$ cat src/rtl/scroll_pkg.sv
// Shared encodings for the character row scroll engine.
package scroll_pkg;
    typedef enum logic [1:0] {
        DIR_HOME  = 2'b00,
        DIR_RIGHT = 2'b01,
        DIR_LEFT  = 2'b10,
        DIR_HALT  = 2'b11
    } scroll_dir_e;
endpackage

$ cat src/rtl/scroll_ctrl.sv
// Command and row-write sequencer.
// Decides when the engine is moving, in which direction, at which speed and on which row.
// Assumes that a command and a row write never fall in the same cycle (the command wins).
module scroll_ctrl
    import scroll_pkg::*;
#(
    parameter int ROW_W   = 3,
    parameter int SPEED_W = 6
) (
    input  logic               clk,
    input  logic               rst_n,
    input  logic               cmd_valid,
    input  logic [1:0]         cmd_dir,
    input  logic [SPEED_W-1:0] cmd_speed,
    input  logic               row_valid,
    input  logic [ROW_W-1:0]   row_sel,
    output logic               running,
    output logic               go_left,
    output logic [SPEED_W-1:0] speed,
    output logic [ROW_W-1:0]   row_q,
    output logic               home_req
);
    logic armed;
    logic has_row;

    // A home command clears the position in the position keeper.
    always_comb home_req = cmd_valid && (scroll_dir_e'(cmd_dir) == DIR_HOME);

    // Run, arm and row bookkeeping, updated on command and row writes.
    always_ff @(posedge clk) begin
        if (!rst_n) begin
            running <= 1'b0;
            armed   <= 1'b0;
            has_row <= 1'b0;
            go_left <= 1'b0;
            speed   <= '0;
            row_q   <= '0;
        end else if (cmd_valid) begin
            speed <= cmd_speed;
            case (scroll_dir_e'(cmd_dir))
                DIR_HOME: begin
                    running <= 1'b0;
                    armed   <= 1'b0;
                    has_row <= 1'b0;
                end
                DIR_RIGHT, DIR_LEFT: begin
                    running <= 1'b0;
                    armed   <= 1'b1;
                    go_left <= cmd_dir[1];
                end
                default: begin
                    running <= 1'b0;
                    armed   <= 1'b0;
                end
            endcase
        end else if (row_valid) begin
            if (armed) begin
                row_q   <= row_sel;
                running <= 1'b1;
                armed   <= 1'b0;
                has_row <= 1'b1;
            end else if (!running && has_row && (row_sel == row_q)) begin
                running <= 1'b1;
            end
        end
    end
endmodule

$ cat src/rtl/scroll_pacer.sv
// Frame divider: issues one pixel-move request every `speed` frame ticks while running.
// Assumes that a speed of zero means no motion. Any command restarts the count.
module scroll_pacer #(
    parameter int SPEED_W = 6
) (
    input  logic               clk,
    input  logic               rst_n,
    input  logic               clear,
    input  logic               running,
    input  logic [SPEED_W-1:0] speed,
    input  logic               frame_tick,
    output logic               step
);
    logic [SPEED_W-1:0] fcnt;
    logic               last;

    // The current tick is the Nth tick since the last move.
    always_comb begin
        last = (speed != '0) && (fcnt >= speed - SPEED_W'(1));
        step = running && !clear && frame_tick && last;
    end

    // Count frame ticks between moves.
    always_ff @(posedge clk) begin
        if (!rst_n || clear || !running) begin
            fcnt <= '0;
        end else if (frame_tick && (speed != '0)) begin
            fcnt <= last ? '0 : fcnt + SPEED_W'(1);
        end
    end
endmodule

$ cat src/rtl/scroll_position.sv
// Keeps the pixel phase within a cell and the leading column, which wraps over NUM_COLS.
// Assumes that home and step are never high together (the pacer masks steps during commands).
module scroll_position #(
    parameter int CELL_PX  = 6,
    parameter int NUM_COLS = 22,
    localparam int PIX_W   = $clog2(CELL_PX),
    localparam int COL_W   = $clog2(NUM_COLS)
) (
    input  logic             clk,
    input  logic             rst_n,
    input  logic             home,
    input  logic             step,
    input  logic             go_left,
    output logic [PIX_W-1:0] pix,
    output logic [COL_W-1:0] col,
    output logic             cell_done
);
    localparam logic [PIX_W-1:0] PIX_LAST = PIX_W'(CELL_PX - 1);
    localparam logic [COL_W-1:0] COL_LAST = COL_W'(NUM_COLS - 1);

    logic [COL_W-1:0] col_next;

    // A move that finishes a cell, and the column it leads to.
    always_comb begin
        cell_done = step && (pix == PIX_LAST);
        if (go_left) col_next = (col == COL_LAST) ? '0 : col + COL_W'(1);
        else         col_next = (col == '0) ? COL_LAST : col - COL_W'(1);
    end

    // Position register update.
    always_ff @(posedge clk) begin
        if (!rst_n || home) begin
            pix <= '0;
            col <= '0;
        end else if (step) begin
            if (cell_done) begin
                pix <= '0;
                col <= col_next;
            end else begin
                pix <= pix + PIX_W'(1);
            end
        end
    end
endmodule

$ cat src/rtl/scroll_strobe.sv
// Stretchable completion strobe: high for PULSE_LEN cycles after the last fire.
// Assumes PULSE_LEN >= 1. A fire during the strobe reloads it to the full length.
module scroll_strobe #(
    parameter int PULSE_LEN = 8,
    localparam int CNT_W    = $clog2(PULSE_LEN + 1)
) (
    input  logic clk,
    input  logic rst_n,
    input  logic fire,
    output logic active
);
    logic [CNT_W-1:0] left_q;

    // Load on fire, else count down to zero.
    always_ff @(posedge clk) begin
        if (!rst_n)              left_q <= '0;
        else if (fire)           left_q <= CNT_W'(PULSE_LEN);
        else if (left_q != '0)   left_q <= left_q - CNT_W'(1);
    end

    // The strobe is high while the count is running.
    always_comb active = (left_q != '0);
endmodule

$ cat src/rtl/scroll_line_engine.sv
// Top of the character row scroll engine: sequencer, frame divider, position keeper
// and completion strobe. Supplies offsets only; no pixel data passes through it.
module scroll_line_engine #(
    parameter int CELL_PX   = 6,
    parameter int NUM_COLS  = 22,
    parameter int ROW_W     = 3,
    parameter int SPEED_W   = 6,
    parameter int PULSE_LEN = 8,
    localparam int PIX_W    = $clog2(CELL_PX),
    localparam int COL_W    = $clog2(NUM_COLS)
) (
    input  logic               clk,
    input  logic               rst_n,
    input  logic               cmd_valid,
    input  logic [1:0]         cmd_dir,
    input  logic [SPEED_W-1:0] cmd_speed,
    input  logic               row_valid,
    input  logic [ROW_W-1:0]   row_sel,
    input  logic               frame_tick,
    output logic [PIX_W-1:0]   pix_phase,
    output logic [COL_W-1:0]   lead_col,
    output logic [ROW_W-1:0]   active_row,
    output logic               moving,
    output logic               char_done
);
    logic               go_left;
    logic [SPEED_W-1:0] speed;
    logic               home_req;
    logic               step;
    logic               cell_done;

    scroll_ctrl #(.ROW_W(ROW_W), .SPEED_W(SPEED_W)) u_ctrl (
        .clk(clk), .rst_n(rst_n),
        .cmd_valid(cmd_valid), .cmd_dir(cmd_dir), .cmd_speed(cmd_speed),
        .row_valid(row_valid), .row_sel(row_sel),
        .running(moving), .go_left(go_left), .speed(speed),
        .row_q(active_row), .home_req(home_req)
    );

    scroll_pacer #(.SPEED_W(SPEED_W)) u_pacer (
        .clk(clk), .rst_n(rst_n), .clear(cmd_valid), .running(moving),
        .speed(speed), .frame_tick(frame_tick), .step(step)
    );

    scroll_position #(.CELL_PX(CELL_PX), .NUM_COLS(NUM_COLS)) u_pos (
        .clk(clk), .rst_n(rst_n), .home(home_req), .step(step),
        .go_left(go_left), .pix(pix_phase), .col(lead_col), .cell_done(cell_done)
    );

    scroll_strobe #(.PULSE_LEN(PULSE_LEN)) u_strobe (
        .clk(clk), .rst_n(rst_n), .fire(cell_done), .active(char_done)
    );
endmodule

$ cat config.mk
export PLATFORM = sky130hd
export DESIGN_NAME = scroll_line_engine
export DESIGN_NICKNAME = d
export VERILOG_FILES = /design/src/rtl/scroll_pkg.sv /design/src/rtl/scroll_ctrl.sv /design/src/rtl/scroll_pacer.sv /design/src/rtl/scroll_position.sv /design/src/rtl/scroll_strobe.sv /design/src/rtl/scroll_line_engine.sv
export SDC_FILE = /design/constraint.sdc
export NUM_CORES = 1
export LEC_CHECK = 0
export ABC_AREA = 0
export CAP_MARGIN = 20
export CORE_MARGIN = 8
export CORE_UTILIZATION = 25
export CTS_CLUSTER_DIAMETER = 40
export DETAILED_ROUTE_END_ITERATION = 16
export PLACE_DENSITY = 0.5
export SLEW_MARGIN = 30
export SYNTH_ARGS = -nofsm -noshare
export SYNTH_HDL_FRONTEND = slang
export SYNTH_SLANG_ARGS = --single-unit
$ cat constraint.sdc
create_clock -name clk -period 2 [get_ports clk]
set_clock_uncertainty 0.05 [all_clocks]
set_input_delay 0.4 -clock clk [delete_from_list [all_inputs] [get_ports clk]]
set_output_delay 0.4 -clock clk [all_outputs]
set_load 0.01 [all_outputs]
---- Word-level counts from Yosys, hierarchy flattened ----
Cells that the tools add are included.
word-level totals
  flip-flop bits (word level) ............. 31
  input port bits ......................... 16
  output and inout port bits .............. 13
  logic and storage cells ................. 73
operators by class
  $add $sub $neg .......................... 6
  $lt $le $gt $ge ......................... 1
  equality and inequality tests ........... 6
  mux-type cells .......................... 16
  bitwise gates (word level) .............. 2
  reductions and logical operators ........ 31
operator list
  kind                                                                 count
  5-bit 2-to-1 mux                                                     3
  1-bit logical AND                                                    9
  1-bit 2-to-1 mux                                                     9
  4-bit 2-to-1 mux                                                     2
  2-bit nonzero test                                                   4
  6-bit by 1-bit adder with 6-bit output (second input constant)       1
  6-bit greater-or-equal comparator                                    1
  6-bit 2-to-1 mux                                                     1
  2-bit AND reduction                                                  3
  3-bit AND reduction                                                  2
  6-bit nonzero test                                                   1
  2-bit OR reduction                                                   3
  6-bit by 1-bit subtractor with 6-bit output (second input constant)  1
  5-bit by 1-bit adder with 5-bit output (second input constant)       1
  5-bit == test (second input constant)                                1
  5-bit zero test                                                      1
  5-bit by 1-bit subtractor with 5-bit output (second input constant)  1
  4-bit nonzero test                                                   1
  4-bit by 1-bit subtractor with 4-bit output (second input constant)  1
  3-bit by 1-bit adder with 3-bit output (second input constant)       1
  3-bit == test                                                        1
  3-bit == test (second input constant)                                1
  1-bit zero test                                                      3
  1-bit logical OR                                                     3
  other kinds (6)                                                      7

---- Longest topological paths before layout ----
  depth after elaboration ................. 6
  mapped depth ............................ 10
  mapped depth without buffers ............ 9

---- Modules after synthesis ----
Synthesis repeated with hierarchy kept, for this count alone.
second synthesis, totals
  cells, all modules ...................... 204
  area, all modules ....................... 1,870.5 µm²
modules (own cells, without submodules)
  module           instances  cells each  area each (µm²)  sequential area each (µm²)
  scroll_position  1          66          563.0            160.2
  scroll_ctrl      1          55          559.3            260.2
  scroll_pacer     1          61          543.0            120.1
  scroll_strobe    1          22          205.2            80.1

---- Worst setup path before layout ----
Ideal clock, no wire load.
  path type ............................... register to register
  start point ............................. register u_ctrl.speed[2]
  end point ............................... register u_pos.col[2]
  library setup time ...................... 131 ps
  arrival ................................. 2,005 ps
  data required time ...................... 1,819 ps
  slack ................................... -186 ps
  cell stages (with the launch flop) ...... 11
  path buffers ............................ 2
  clock period less this slack ............ 2,186 ps
  path through ............................ dfxtp_1 buf_6 nor3_1 nand3_1 xor2_1 ha_1 nand4_1 o221a_1 buf_2 o311ai_1 o41ai_1
on the way
  longest elaborated chain between the ends .. 6
  elaborated cells on any way between the ends .. 7
  those cells by class .................... add/sub: 1; order compare: 1; reduce/logical: 5
ends and longest elaborated chain
  element                                      line                   RTL
  start, declared                              scroll_ctrl.sv:19      output logic [SPEED_W-1:0] speed,
  start signal, assigned                       scroll_ctrl.sv:39      speed <= cmd_speed;
  6-bit by 1-bit subtractor with 6-bit output  scroll_pacer.sv:19     last = (speed != '0) && (fcnt >= speed - SPEED_W'(1));
  6-bit greater-or-equal comparator            scroll_pacer.sv:19
  1-bit logical AND *                          scroll_pacer.sv:19
  1-bit logical AND *                          scroll_pacer.sv:20     step = running && !clear && frame_tick && last;
  1-bit logical AND                            scroll_position.sv:25  cell_done = step && (pix == PIX_LAST);
  2-bit AND reduction (no source line) *       --
  end signal, assigned                         scroll_position.sv:38  col <= col_next;
  end, declared                                scroll_position.sv:15  output logic [COL_W-1:0] col,
Mark *: on every way between the ends. The rest lies on a longest branch, timed or not.
A chain may end at the register's enable or synchronous reset.

---- Worst setup path after layout ----
  start point ............................. register u_ctrl.speed[4]
  end point ............................... register u_pos.col[4]
Same word-level chain as after synthesis.

==> flow_metrics.tcl <==
set metrics [dict create \
    dp_slack_ns -0.216 \
    violations "setup timing" \
    setup_slack_ns -0.116 \
    coreArea_sq_um 7570 \
    vias 1689 \
    multiInputGateArea_sq_um 1270 \
    wl_mm 4.59 \
    crit_fanout 10 \
    final_area_sq_um 2640 \
    antenna_found_initial 0 \
    finalSetupViolations 16 \
    ys_types 48 \
    wl_per_cell_um 12.5 \
    holdWs_ns 0.465 \
    fin_crit_sh_pct 106 \
    n_antenna_cell 0 \
    relSlewSlack_pct 74.5 \
    ys_seq_area_share_pct 32.4 \
    fin_crit_ns 2.12 \
    synth_simple_gate_area_share_pct 21.3 \
    start_util_pct 25.3 \
    ys_seq_elements 31 \
    synth_top_family_by_area "simple AND/OR/NAND/NOR gates" \
    crit_type "reg -> reg" \
    crit-reg2reg-launch "u_ctrl.speed[4]" \
    synthArstFlopShare_pct 0 \
    avgSynthCellArea_sq_um 8.92 \
    num_rows 32 \
    yosys_warnings 0 \
    peakVddDrop_uv 197 \
    drv_cap 0 \
    holdCritPathClass "reg -> reg" \
    r2r-end "u_pos.col[4]" \
    dr_wl_met3_um 162 \
    h-tree-depth 2 \
    synth-xor-area-share_pct 5.94 \
    synth_top_area_cell "dfxtp_1" \
    holdCritStartpoint "u_pos.pix[1]" \
    synth_compound_area_share_pct 18.5 \
    highest_layer "met4" \
    firstDrtPassIters 4 \
    die_area_sq_um 10700 \
    max_freq_mhz 473 \
    nets 297 \
    grt_max_degree 18 \
    cts_root_buffer "clkbuf_8" \
    drive_above_1_share_pct 22.6 \
    fillers 785 \
    dieHeight_um 104 \
    cellLeakagePower_nw 1.02 \
    hold_depth 2 \
    min_to "u_pos.pix[1]" \
    drt_iter0_drc 41 \
    maxSlewViolCount 0 \
    grt_pass1_vias 1711 \
    insertion_delay_ns 0.28 \
    ios 29 \
    ant_nets 0 \
    layout_common_cells "clkdlybuf4s50_1 (27), dfxtp_1 (26), buf_4 (21), nand2_1 (17), ha_1 (16)" \
    synth_area_sq_um 1920 \
    vias_per_cell 4.60 \
    dp_hpwl_mm 3.50 \
    reg2reg_depth 8 \
    rsz0062_at_grt "true" \
    placed_cells 356 \
    layout_commonest_cell "clkdlybuf4s50_1" \
    cts_buffers 5 \
    path_clk_slew_ns 0.07 \
    cts.sink_count 31 \
    overflow 0 \
    grtUsageTotal_pct 8.65 \
    final_util_pct 34.8 \
    seq_area_sq_um 627 \
    grt_pass1_wl_mm 7.94 \
    final_cells 367 \
    status "complete, but fails checks" \
    met2_length_mm 2.21 \
    met1_length_mm 2.18 \
    area_growth_pct 37.4 \
    powerDensity_nw_per_um2 641 \
    route.detailed.drc 0 \
    synth_edf_count 0 \
    postCtsHoldBufs 0 \
    endpoint_kind "flop" \
    max_slew.worst_pin.slew_ns 0.381 \
    rrSetupSlack_ns -0.12 \
    cp_data_arrival_time_ns 2.23 \
    finalHoldViolCount 0 \
    io_buffers 28 \
    gp_congestion 0.774 \
    cts_tree "built" \
    ys_top_cells_by_area "dfxtp_1 (32%), ha_1 (11%), mux2i_1 (5.7%)" \
    synth_nets 248 \
    critPathLaunchType "flop" \
    synth-main-ff-cell "dfxtp_1" \
    crit_required_ns 2.11 \
    yosys.area_share.adder_pct 11.1 \
    cts.path.max_buffers 2 \
    die_x_um 104 \
    yosysTopAreaCellShare_pct 32.4 \
    synth_mux_area_share_pct 5.74 \
    synthCells 215 \
    place_area_sq_um 2430 \
]
## kinds of logic (layout without fill, tap and decap cells)
kind of cell	after synthesis	in the layout
multiplexers	11	11
buffers and inverters	21	71
adder cells (fa/ha/maj)	17	17
XOR/XNOR	13	13
flip-flops	31	31
AND/OR/NAND/NOR	76	76
AO/OA/AOI/OAI	46	46
## synth_stat cells, types with 2 or more instances
cell,count
a21boi_0,3
a21oi_1,16
and2_1,2
and3_1,3
buf_2,3
buf_6,2
clkbuf_1,4
dfxtp_1,31
ha_1,17
inv_1,12
mux2i_1,11
nand2_1,17
nand2b_1,3
nand3_1,9
nand4_1,6
nand4b_1,2
nor2_1,11
nor2b_1,9
nor3_1,5
o21ai_0,4
o22ai_1,2
o311ai_1,3
o31ai_1,4
xnor2_1,6
xor2_1,7
## metrics by stage
step / setup TNS, ns / power (W)
6_report: -1.09 / 0.00169
3_3_place_gp: -1.55 / 0.00112
5_1_grt: -3.15 / 0.00181
2_1_floorplan: -0.185 / 0.000984
3_5_place_dp: -1.89 / 0.00112
4_1_cts: -0.967 / 0.00169
## report_power, final
part	internal [W]	total, W	switching (W)
combinational	0.000229	0.000439	0.000210
clock	0.000313	0.000556	0.000243
sequential	0.000664	0.000695	0.0000307
## worst max path at each step
stage,from,to,slack [ns],cells after the start
2_1_floorplan,u_ctrl.speed[2],u_pos.col[2],-0.05,10
3_3_place_gp,u_ctrl.speed[0],u_pos.col[0],-0.15,9
3_5_place_dp,u_ctrl.speed[0],u_pos.col[3],-0.22,9
4_1_cts,u_ctrl.speed[4],u_pos.col[2],-0.13,8
5_1_grt,u_ctrl.speed[0],u_pos.col[3],-0.27,9
6_report,u_ctrl.speed[4],u_pos.col[4],-0.12,8
## sequential cells by signal, indices dropped and copies added, names as in the netlist
register and count:
u_pacer.fcnt 6, u_pos.col 5, u_ctrl.go_left 1, u_strobe.left_q 4, u_ctrl.armed 1, u_ctrl.running 1, u_ctrl.speed 6, u_ctrl.row_q 3
u_pos.pix 3, u_ctrl.has_row 1
## repair_timing
action / CTS / global route
pin swaps: 2 / 6
endpoints found under the setup margin: 17 / 18
buffers inserted: 0 / 3
resized for setup: 12 / 8
## worst max-delay path, cell delays in order (launching register included)
cell	delay (ns)
dfxtp_2	0.33
nor3_2	0.16
nand3_1	0.10
xor2_1	0.16
ha_1	0.34
nand4_1	0.15
o221a_4	0.35
o311ai_1	0.25
o31ai_1	0.11
## per-layer routing
metal,vias up,track usage [%]
met5,-,0
met4,0,2.52
li1,874,-
met3,5,2.35
met1,789,10.5
met2,21,14.6
## cell type report
class,count,area share (%)
Clock inverter,1,0.285
Timing Repair Buffer,51,17.4
Multi-Input combinational cell,163,48.3
Clock buffer,7,3.65
Tap cell,102,4.84
Sequential cell,31,23.8
Inverter,12,1.71
Power figures use the tool's default switching activity.
